[config.mk]
export PLATFORM = sky130hd
export DESIGN_NAME = rtc_prescaler
export DESIGN_NICKNAME = d
export VERILOG_FILES = /design/src/rtl/rtc_presc_pkg.sv /design/src/rtl/presc_cfg_reg.sv /design/src/rtl/presc_stage.sv /design/src/rtl/rtc_prescaler.sv
export SDC_FILE = /design/constraint.sdc
export NUM_CORES = 1
export LEC_CHECK = 0
export CORE_MARGIN = 3
export CORE_UTILIZATION = 60
export CTS_BUF_LIST = sky130_fd_sc_hd__clkbuf_8
export CTS_CLUSTER_SIZE = 40
export DETAILED_ROUTE_END_ITERATION = 8
export DONT_BUFFER_PORTS = 1
export GPL_ROUTABILITY_DRIVEN = 0
export PLACE_DENSITY = 0.88
export SYNTH_ARGS = -nofsm -noshare
export SYNTH_HDL_FRONTEND = slang
export SYNTH_HIERARCHICAL = 1
export SYNTH_SLANG_ARGS = --single-unit
[constraint.sdc]
create_clock -name clk_i -period 7.15 [get_ports clk_i]
set_clock_uncertainty 0.2 [all_clocks]
set_input_delay 1.43 -clock clk_i [delete_from_list [all_inputs] [get_ports clk_i]]
set_output_delay 1.43 -clock clk_i [all_outputs]
set_load 0.01 [all_outputs]
[src/rtl/rtc_presc_pkg.sv]
package rtc_presc_pkg;
  localparam int unsigned REG_W     = 32;
  localparam int unsigned A_LSB     = 16;
  localparam int unsigned DEF_A_W   = 7;
  localparam int unsigned DEF_S_W   = 15;
  localparam int unsigned DEF_A_RST = 127;
  localparam int unsigned DEF_S_RST = 255;
endpackage

[src/rtl/presc_cfg_reg.sv]
module presc_cfg_reg
  import rtc_presc_pkg::*;
#(
  parameter int unsigned A_W   = DEF_A_W,
  parameter int unsigned S_W   = DEF_S_W,
  parameter int unsigned A_RST = DEF_A_RST,
  parameter int unsigned S_RST = DEF_S_RST
) (
  input  logic             clk_i,
  input  logic             rst_ni,
  input  logic             init_mode_i,
  input  logic             we_i,
  input  logic [REG_W-1:0] wdata_i,
  output logic [A_W-1:0]   div_a_o,
  output logic [S_W-1:0]   div_s_o,
  output logic [REG_W-1:0] rdata_o
);
  logic unused_wdata;
  assign unused_wdata = ^wdata_i;

  always_ff @(posedge clk_i or negedge rst_ni) begin
    if (!rst_ni) begin
      div_a_o <= A_W'(A_RST);
      div_s_o <= S_W'(S_RST);
    end else if (we_i && init_mode_i) begin
      div_a_o <= wdata_i[A_LSB +: A_W];
      div_s_o <= wdata_i[S_W-1:0];
    end
  end

  always_comb begin
    rdata_o                = '0;
    rdata_o[S_W-1:0]       = div_s_o;
    rdata_o[A_LSB +: A_W]  = div_a_o;
  end
endmodule

[src/rtl/presc_stage.sv]
module presc_stage #(
  parameter int unsigned W = 8
) (
  input  logic         clk_i,
  input  logic         rst_ni,
  input  logic         clr_i,
  input  logic         en_i,
  input  logic [W-1:0] limit_i,
  output logic         wrap_o
);
  logic [W-1:0] cnt_q;

  assign wrap_o = en_i && !clr_i && (cnt_q == limit_i);

  always_ff @(posedge clk_i or negedge rst_ni) begin
    if (!rst_ni)        cnt_q <= '0;
    else if (clr_i)     cnt_q <= '0;
    else if (wrap_o)    cnt_q <= '0;
    else if (en_i)      cnt_q <= cnt_q + W'(1);
  end
endmodule

[src/rtl/rtc_prescaler.sv]
module rtc_prescaler
  import rtc_presc_pkg::*;
#(
  parameter int unsigned A_W   = DEF_A_W,
  parameter int unsigned S_W   = DEF_S_W,
  parameter int unsigned A_RST = DEF_A_RST,
  parameter int unsigned S_RST = DEF_S_RST
) (
  input  logic             clk_i,
  input  logic             rst_ni,
  input  logic             init_mode_i,
  input  logic             reg_we_i,
  input  logic [REG_W-1:0] reg_wdata_i,
  output logic [REG_W-1:0] reg_rdata_o,
  output logic             ck_apre_o,
  output logic             tick_o
);
  logic [A_W-1:0] div_a;
  logic [S_W-1:0] div_s;
  logic           run;

  assign run = !init_mode_i;

  presc_cfg_reg #(.A_W(A_W), .S_W(S_W), .A_RST(A_RST), .S_RST(S_RST)) u_cfg (
    .clk_i, .rst_ni, .init_mode_i,
    .we_i    (reg_we_i),
    .wdata_i (reg_wdata_i),
    .div_a_o (div_a),
    .div_s_o (div_s),
    .rdata_o (reg_rdata_o)
  );

  // first stage runs on every source cycle, second on first-stage wraps
  presc_stage #(.W(A_W)) u_stage_a (
    .clk_i, .rst_ni,
    .clr_i   (init_mode_i),
    .en_i    (run),
    .limit_i (div_a),
    .wrap_o  (ck_apre_o)
  );

  presc_stage #(.W(S_W)) u_stage_s (
    .clk_i, .rst_ni,
    .clr_i   (init_mode_i),
    .en_i    (ck_apre_o),
    .limit_i (div_s),
    .wrap_o  (tick_o)
  );
endmodule

# After elaboration in Yosys (flattened, before gate mapping)
# Index checks and enable logic that the tools add are counted.
dict set report classes {
  n_addsub 2
  mul 0
  n_div 0
  n_lt_le_gt_ge 0
  n_eq_ne 2
  shift 0
  mux 5
  bitwise_logic 0
  n_reduce_logical 6
}
# operator count
set ops {}
lappend ops {{15-bit two-way mux} 3}
lappend ops {{15-bit by 1-bit adder with 15-bit output, second input constant} 1}
lappend ops {{15-bit == test} 1}
lappend ops {{7-bit two-way mux} 2}
lappend ops {{7-bit by 1-bit adder with 7-bit output, second input constant} 1}
lappend ops {{7-bit == test} 1}
lappend ops {{1-bit logical AND} 4}
lappend ops {{3-bit nonzero test} 1}
lappend ops {{1-bit logical NOT} 1}
dict set report word_totals {
  regBits 44
  latchBits 0
  ramBits 0
  mem_bits_ro 0
  input_bits 36
  output_inout_bits 34
  word_cells 19
  memories 0
}

# Longest topological paths before layout
# Gate-level depths: netlist of run 1.
dict set report depth {
  word_depth 6
  mapped_depth 10
  depth_no_buf 8
}

# Cells and area by module
# The synthesis of run 1 kept the hierarchy.
# module n_inst cells_each area_per_inst_um2 seq_area_each_um2
set by_module_without_submodules {}
lappend by_module_without_submodules {presc_cfg_reg 1 80 1164.9 569.3}
lappend by_module_without_submodules {{presc_stage at u_stage_s} 1 135 1087.3 375.4}
lappend by_module_without_submodules {{presc_stage at u_stage_a} 1 42 446.7 175.2}
lappend by_module_without_submodules {rtc_prescaler 1 1 3.8 0.0}

# Worst setup path after synthesis of run 1
# Ideal clock, no wire load.
dict set report synth_path {
  path_type {input port to output port}
  start {in init_mode_i}
  end {out tick_o}
  arrival_ns 2.417
  required_ns 5.520
  slack_ns 3.103
  stages 5
  path_buffers 1
  path_cell_list {nand2b_1 -> nor2_1 -> clkbuf_1 -> nand2_1 -> nor2_1}
}
dict set report synth_between {
  elab_chain_len 4
}
# item line_no
set synth_rtl {}
lappend synth_rtl {{from (decl)} rtc_prescaler.sv:11} ;# input logic init_mode_i,
lappend synth_rtl {{1-bit logical NOT} {presc_stage.sv:13, rtc_prescaler.sv:22}}
lappend synth_rtl {{1-bit logical AND} presc_stage.sv:13} ;# assign wrap_o = en_i && !clr_i && (cnt_q == limit_i);
lappend synth_rtl {{net ck_apre_o} rtc_prescaler.sv:15} ;# output logic ck_apre_o,
lappend synth_rtl {{1-bit logical AND (2 in a row)} presc_stage.sv:13}
lappend synth_rtl {{to (decl)} rtc_prescaler.sv:16} ;# output logic tick_o
# The timed path passes the listed nets, and every way through them passes these cells.

# Final worst setup path of run 1
dict set report layout_path {
  start {reg u_cfg.div_a_o[4]}
  end {out tick_o}
}
dict set report layout_between {
  elab_chain_len 4
}
# item line_no
set layout_rtl {}
lappend layout_rtl {{from (decl)} presc_cfg_reg.sv:14} ;# output logic [A_W-1:0] div_a_o,
lappend layout_rtl {{from (signal assigned)} presc_cfg_reg.sv:23} ;# div_a_o <= A_W'(A_RST);
lappend layout_rtl {{from (signal assigned)} presc_cfg_reg.sv:26} ;# div_a_o <= wdata_i[A_LSB +: A_W];
lappend layout_rtl {{7-bit == test} presc_stage.sv:13}
lappend layout_rtl {{1-bit logical AND} presc_stage.sv:13}
lappend layout_rtl {{net ck_apre_o} rtc_prescaler.sv:15}
lappend layout_rtl {{1-bit logical AND (2 in a row)} presc_stage.sv:13}
# The timed path passes the listed nets, and every way through them passes these cells.

==> metrics.cfg, run 1 <==
[status]
status=finished clean

[clock_network]
path_clk_slew_ns=0.08
cts_made_buffers=5
cts.sinks=44
cts_resized=0
post_cts_buffers=0
cts_tree=yes
cts_max_level=2
cts_buffer_depth=2
clock_latency_ns=0.30
cts_hold_buf=0
clockRootBuffer=clkbuf_8

[pwr]
irDropWorstVdd_mv=0.157
p_per_area_mw_per_mm2=218
power_mw=0.568
p_leak_nw=1.13

[logic_synthesis]
synthTopCellsByArea=dfrtp_1, dfstp_2, mux2_4
synthFlopType=dfrtp_1
synth.distinct_cells=43
synth.avg_cell_area_sq_um=10.5
ys.warnings.count=6
async_reset_ff_share_pct=100
synthCells=258
ys_ff_latch=44
synth_top_area_share_pct=26.9
synth_edf_count=0
syn_area_sq_mm=0.00270
synth.largest_area_cell=dfrtp_1
ys_seq_area_share_pct=41.4

[setup_path]
cp_top_family=simple AND/OR/NAND/NOR gates
path_cells=xor2_1, nor4_2, nand4_2, nor2_1, nand2_1, nor2_1
cp_num_cells=6
timing.rr.end=u_stage_s/cnt_q[12]
startpoint=u_cfg/div_a_o[4]
cp_slowest_cell=nor2_1
r2r_start=u_cfg/div_a_o[4]
worstPathArrival_ns=2.90
crit_fanout=10
cpPeakStageDelay_ns=0.73
critPathLaunchType=register
worst_path_most_repeated_cell=nor2_1
end_kind=output pin
critical_path.endpoint=tick_o
path_buf_inv=0
worstPathRequired_ns=5.52
r2r_setup_slack_ns=3.90
path_class=register to output pin
rr_worst_depth=7

[timing]
layout_min_cycle_time_ns=4.53
setup_viol=0
hold_viol=0
max_freq_mhz=221
drv_slew=0
max_slew_margin_pct=43.0
rsz0062_at_grt=false
worst_slew_pin_slew_ns=0.852
hold-worst-slack_ns=0.377
post-route-period-util_pct=63.4
final.setup.tns_ns=0

[placed_design]
place_area_sq_mm=0.00249
portBuffers=0
post-dp-hpwl_microns=3890

[routing]
postRouteAntennaNets=0
routedWlPerCell_microns=19.5
vias=1817
dr.pass1.iters=4
via_per_inst=6.47
wirelength_microns=5480
drc_errors=0
drtIter0Drc=149

[grt]
antenna_found_initial=0
overflow=0
grt_max_degree=45
grt_pass1_vias=1846
grt_use_total_pct=22.3
grt_first_pass_wirelength_microns=9070

[floorplanning]
die_x_microns=73.1
core_area_sq_mm=0.00417
initial_core_util_pct=64.8
fp.dieH_microns=73.1
rows=23
die_area_sq_mm=0.00535
boundaryPins=70

[final_layout]
drive_gt1_share_pct=24.7
synthToLayoutAreaGrowth_pct=-3.70
final_cell_mix=dfrtp_1, nand2_1, mux2_4, xnor2_1, dfstp_2
diodes=0
postLayoutCellArea_sq_mm=0.00260
final_common_cell=dfrtp_1
fin_nets=268

[worst_hold_path]
hold_class=register to register
hp-start=u_stage_a/cnt_q[6]

[run]
max-cap-violations=0

sequential cells by signal, summed over array words and instances, names as in the netlist:
signal	cells
u_cfg/div_a_o	7
u_cfg/div_s_o	15
u_stage_a/cnt_q	7
u_stage_s/cnt_q	15
synthesized netlist by cell type (3+ instances only):
master and count:
buf_4 32, dfrtp_1 29, nand2_1 25, mux2_4 20
xnor2_1 17, dfstp_2 15, nand3_1 13, nor2_1 12
o21ai_0 11, xor2_1 10, nand4_1 9, clkbuf_1 7
a32o_1 5, nor3_1 5, inv_1 4, a211oi_1 3
and3_1 3, buf_2 3
kinds of logic after synthesis:
family | after synthesis | synth area share (%)
buf+inv | 48 | 11.8
simple gates | 84 | 16.7
flops | 44 | 41.4
other cells | 1 | 0.139
fa+ha+maj | 2 | 0.926
mux | 23 | 12.3
compound gates | 29 | 7.96
xor+xnor | 27 | 8.75
metrics by stage:
stage               setup slack [ns]  instances  utilization [%]
finish                          2.62        281             62.4
global route                    2.36        281             62.4
CTS                             2.58        281             62.4
detailed placement              2.67        273             59.8
global placement                2.73        273             59.8
floorplan                       3.10        267                -
how the worst min path moves through the flow:
stage / endpoint / slack (ns) / cells after the start
floorplan: u_stage_s/cnt_q[13] / 0.29 / 1
global placement: u_stage_s/cnt_q[13] / 0.33 / 1
detailed placement: u_stage_s/cnt_q[13] / 0.35 / 1
CTS: u_stage_a/cnt_q[6] / 0.37 / 1
global route: u_stage_a/cnt_q[6] / 0.40 / 1
finish: u_stage_a/cnt_q[6] / 0.38 / 1
power breakdown:
group          internal [mW]  switching, mW
Clock                  0.102         0.0831
Sequential             0.279         0.0357
Combinational         0.0413         0.0266
layer usage:
metal | share of wire (%) | track usage (%)
met5 | 0 | 0
met4 | 2.8 | 10.0
met3 | 8.4 | 6.20
met2 | 50 | 34.5
met1 | 39 | 29.2
cell type report:
| class | instances | area, sq um |
|---|---|---|
| Clock inverter | 3 | 38.8 |
| Fill cell | 293 | 1570 |
| Multi-Input combinational cell | 175 | 1300 |
| Tap cell | 50 | 62.6 |
| Clock buffer | 5 | 68.8 |
| Inverter | 4 | 15.0 |
| Sequential cell | 44 | 1120 |
No activity file was read; power rests on OpenSTA's default activity.
==> run 2, diff against run 1 <==
Clock period 7.15 ns to 4.2 ns, I/O delays scaled along.
==> metrics.cfg, run 2 (synthesis results as in run 1) <==
[clock_network]
cts.sinks=44  ; unchanged
clockRootBuffer=clkbuf_8
cts_tree=yes
cts_hold_buf=0  ; unchanged
cts_resized=0  ; unchanged
clock_latency_ns=0.29  ; about the same
cts_made_buffers=5  ; unchanged
cts_max_level=2  ; unchanged
post_cts_buffers=0  ; unchanged
cts_buffer_depth=2  ; unchanged
path_clk_slew_ns=0.08  ; about the same

[setup_path]
timing.rr.end=u_stage_s/cnt_q[5]
rr_worst_depth=8  ; +1
crit_fanout=17  ; +7
r2r_setup_slack_ns=1.51  ; -2.39 ns
worstPathArrival_ns=2.45  ; -0.45 ns
r2r_start=u_cfg/div_a_o[4]
critPathLaunchType=register
worstPathRequired_ns=3.16  ; -2.36 ns
end_kind=output pin
path_class=register to output pin

[final_layout]
final_common_cell=dfrtp_1
final_cell_mix=dfrtp_1, nand2_1, mux2_4, xnor2_1, dfstp_2
fin_cells=282  ; +0.36%
synthToLayoutAreaGrowth_pct=-3.80  ; about the same
drive_gt1_share_pct=25.4  ; +0.76 points
diodes=0  ; unchanged
top_regs=u_cfg/div_s_o (15), u_stage_s/cnt_q (15)
fin_nets=269  ; +0.37%

[status]
status=finished clean

[routing]
wirelength_microns=5280  ; -3.7%
routedWlPerCell_microns=18.7  ; -4.0%
via_per_inst=6.54  ; +1.1%
wl_met1_microns=2130  ; -0.79%
top_layer_used=met4
drtIter0Drc=146  ; -2.0%
drc_errors=0  ; unchanged
postRouteAntennaNets=0  ; unchanged
dr.pass1.iters=4  ; unchanged
met3_length_microns=439  ; -4.1%
vias=1844  ; +1.5%
wl_met2_microns=2520  ; -7.5%

[timing]
setup_viol=0  ; unchanged
final.setup.tns_ns=0  ; unchanged
worst_slew_pin_slew_ns=0.791  ; -0.0608 ns
setup_ws_ns=0.707  ; -1.91 ns
drv_slew=0  ; unchanged
max_freq_mhz=286
post-route-period-util_pct=83.2
hold_viol=0  ; unchanged
layout_min_cycle_time_ns=3.49
rsz0062_at_grt=false
max_slew_margin_pct=47.1  ; +4.1 points

[floorplanning]
rows=23  ; unchanged
boundaryPins=70  ; unchanged
initial_core_util_pct=64.8  ; unchanged
core_area_sq_mm=0.00417  ; unchanged
die_area_sq_mm=0.00535  ; unchanged
die_x_microns=73.1  ; unchanged
fp.dieH_microns=73.1  ; unchanged

[pwr]
p_leak_nw=1.12  ; -0.92%
p_per_area_mw_per_mm2=357  ; +64%
irDropWorstVdd_mv=0.266  ; +70%

[grt]
grt_pass1_vias=1836  ; -0.54%
grt_use_total_pct=21.2  ; -1.1 points
grt_max_degree=45  ; unchanged
antenna_found_initial=0  ; unchanged
grt_first_pass_wirelength_microns=8710  ; -4.0%
overflow=0  ; unchanged

[placed_design]
portBuffers=0  ; unchanged
dpl.cell_count=274  ; +0.37%
post-dp-hpwl_microns=3620  ; -6.8%
dp_slack_ns=1.10  ; -1.57 ns

[worst_hold_path]
hold_class=primary input to async pin

[run]
max-cap-violations=0  ; unchanged

==> run 2: critical path: stages (launching register included) <==
cell	delay [ns]
dfstp_2	0.60
xnor2_1	0.18
nand4_1	0.14
nor4_2	0.43
nand2_1	0.48
nor2_1	0.34
==> run 2: cell type report <==
| cell class | count | area [sq um] |
|---|---|---|
| fill | 299 | 1570 |
| multi-input combinational | 175 | 1300 |
| sequential | 44 | 1120 |
| clock buffer | 6 | 82.6 |
| tap | 50 | 62.6 |
| clock inverter | 2 | 15.0 |
| inverter | 4 | 15.0 |
| timing repair buffer | 1 | 7.51 |
==> run 2: worst max path at each step <==
stage,start,end,slack (ns)
4_1_cts,u_cfg/div_s_o[1],tick_o,0.77
6_report,u_cfg/div_s_o[1],tick_o,0.71
3_3_place_gp,u_cfg/div_s_o[1],tick_o,1.09
2_1_floorplan,u_cfg/div_a_o[4],tick_o,1.19
3_5_place_dp,u_cfg/div_s_o[1],tick_o,1.10
5_1_grt,u_cfg/div_s_o[1],tick_o,0.64
==> run 2: per-layer routing <==
layer  vias up  track usage [%]
met1       901             27.9
li1        808                -
met4         0             9.02
met3        20             4.41
met2       115             33.8
met5         -                0
==> run 2: per-stage QoR <==
stage	hold slack, ns	instance area (sq um)	power (mW)	utilization, %
detailed placement	0.337	2500	0.656	60.0
global placement	0.328	2500	0.648	60.0
CTS	0.0269	2600	0.932	62.3
floorplan	0.292	2740	0.683	-
global route	0.0116	2600	0.968	62.3
finish	0.0340	2600	0.928	62.3
==> run 2: report_power, final <==
group          leakage, nW  total [mW]  internal [mW]  switching [mW]
combinational        0.531       0.115         0.0702          0.0452
sequential           0.545       0.535          0.475          0.0601
clock               0.0434       0.278          0.133           0.144
total                 1.12       0.928          0.679           0.250
==> run 3, diff against run 2 <==
Clock period 4.2 ns to 3.54 ns, I/O delays scaled along.
==> metrics.cfg, run 3 (synthesis results as in run 1) <==
[placed_design]
post-dp-hpwl_microns=3950  ; +9.1%
dp_slack_ns=0.810  ; -0.293 ns
portBuffers=0  ; unchanged

[routing]
drc_errors=0  ; unchanged
dr.pass1.iters=4  ; unchanged
drtIter0Drc=133  ; -8.9%
routedWlPerCell_microns=19.5  ; +4.2%
via_per_inst=6.34  ; -3.1%
vias=1800  ; -2.4%
wirelength_microns=5540  ; +4.9%
postRouteAntennaNets=0  ; unchanged

[timing]
final.setup.tns_ns=0  ; unchanged
layout_min_cycle_time_ns=3.05
hold_viol=0  ; unchanged
setup_ws_ns=0.493  ; -0.214 ns
worst_slew_pin_slew_ns=0.755  ; -0.0354 ns
max_slew_margin_pct=49.5  ; +2.4 points
drv_slew=0  ; unchanged
setup_viol=0  ; unchanged
max_freq_mhz=328
rsz0062_at_grt=false
post-route-period-util_pct=86.1

[floorplanning]
rows=23  ; unchanged
boundaryPins=70  ; unchanged
die_x_microns=73.1  ; unchanged
fp.dieH_microns=73.1  ; unchanged
die_area_sq_mm=0.00535  ; unchanged
core_area_sq_mm=0.00417  ; unchanged
initial_core_util_pct=64.8  ; unchanged

[worst_hold_path]
hold_class=primary input to async pin

[setup_path]
path_class=register to output pin
critPathLaunchType=register
crit_fanout=5  ; -12
worstPathArrival_ns=2.14  ; -0.31 ns
rr_worst_depth=8  ; unchanged
end_kind=output pin
worstPathRequired_ns=2.63  ; -0.53 ns

[pwr]
p_sw_mw=0.300  ; +20%
p_sw_share_pct=27.7  ; +0.77 points
pwr-share-comb_pct=13.5  ; +1.1 points
p_int_mw=0.785  ; +16%
p_leak_nw=1.14  ; +1.4%
seqPwrFrac_pct=58.6  ; +0.9 points
p_per_area_mw_per_mm2=415  ; +16%
clkPwrFrac_pct=27.9  ; -2.0 points
irDropWorstVdd_mv=0.305  ; +15%

[clock_network]
cts_buffer_depth=2  ; unchanged
cts_resized=0  ; unchanged
post_cts_buffers=0  ; unchanged
clock_latency_ns=0.29  ; about the same
path_clk_slew_ns=0.08  ; about the same
cts.sinks=44  ; unchanged
cts_made_buffers=5  ; unchanged
cts_tree=yes
clockRootBuffer=clkbuf_8
cts_max_level=2  ; unchanged
cts_hold_buf=1  ; +1

[grt]
grt_first_pass_wirelength_microns=8960  ; +2.9%
overflow=0  ; unchanged
antenna_found_initial=0  ; unchanged
grt_use_total_pct=22.2  ; +0.98 points
grt_pass1_vias=1768  ; -3.7%
grt_max_degree=30  ; -33%

[final_layout]
drive_gt1_share_pct=25.6  ; +0.21 points
fillers=292  ; -2.3%
final_common_cell=dfrtp_1
synthToLayoutAreaGrowth_pct=-3.24
fin_nets=271  ; +0.74%
top_regs=u_cfg/div_s_o (15), u_stage_s/cnt_q (15)
final_cell_mix=dfrtp_1, nand2_1, mux2_4, xnor2_1, dfstp_2
diodes=0  ; unchanged

[run]
max-cap-violations=0  ; unchanged

[status]
status=finished clean

[run 3: worst paths after layout]
kind,from,end,slack [ns]
hold / removal,rst_ni,u_stage_a/cnt_q[4],0.03
setup / recovery,u_cfg/div_s_o[1],tick_o,0.49
setup reg to reg,u_cfg/div_a_o[4],u_stage_s/cnt_q[5],0.85
hold reg to reg,u_stage_a/cnt_q[6],u_stage_a/cnt_q[6],0.39
max in group asynchronous,rst_ni,u_stage_s/cnt_q[2],2.95
min in group clk_i,init_mode_i,u_stage_s/cnt_q[0],0.28
[run 3: final cells by class]
| class | count | area, sq um | area share, % |
|---|---|---|---|
| Inverter | 4 | 15.0 | 0.574 |
| Sequential cell | 44 | 1120 | 42.8 |
| Tap cell | 50 | 62.6 | 2.39 |
| Multi-Input combinational cell | 175 | 1300 | 49.6 |
| Clock buffer | 5 | 68.8 | 2.63 |
| Timing Repair Buffer | 3 | 35.0 | 1.34 |
| Clock inverter | 3 | 16.3 | 0.622 |
[run 3: power by group through the flow]
stage / clock [mW] / combinational, mW / sequential, mW
after floorplan: 0 / 0.206 / 0.604
after global placement: 0 / 0.127 / 0.641
after detailed placement: 0 / 0.136 / 0.646
after CTS: 0.307 / 0.146 / 0.636
after global routing: 0.331 / 0.158 / 0.643
final: 0.303 / 0.147 / 0.635
[run 3: worst max-delay path: stages, from the launching register on]
cell,delay [ns]
dfstp_2,0.59
xnor2_1,0.17
nand4_1,0.14
nor4_2,0.43
nand2_1,0.24
nor2_1,0.26
[run 3: routing by layer]
layer	global-route usage, %	vias to the layer above	wire length, microns
met1	27.0	864	2170
met2	37.5	113	2800
met5	0	-	0
met3	6.75	12	482
met4	6.76	0	90
li1	-	811	-
[run 3: stage by stage]
stage	utilization [%]	cells	power (mW)	hold WS, ns	area [sq um]
final	62.7	284	1.08	0.0294	2620
after global routing	62.7	284	1.13	0.0216	2620
after CTS	62.7	284	1.09	0.0293	2620
after detailed placement	60.1	275	0.782	0.214	2510
after global placement	60.1	275	0.768	0.214	2510
after floorplan	-	267	0.810	0.212	2740
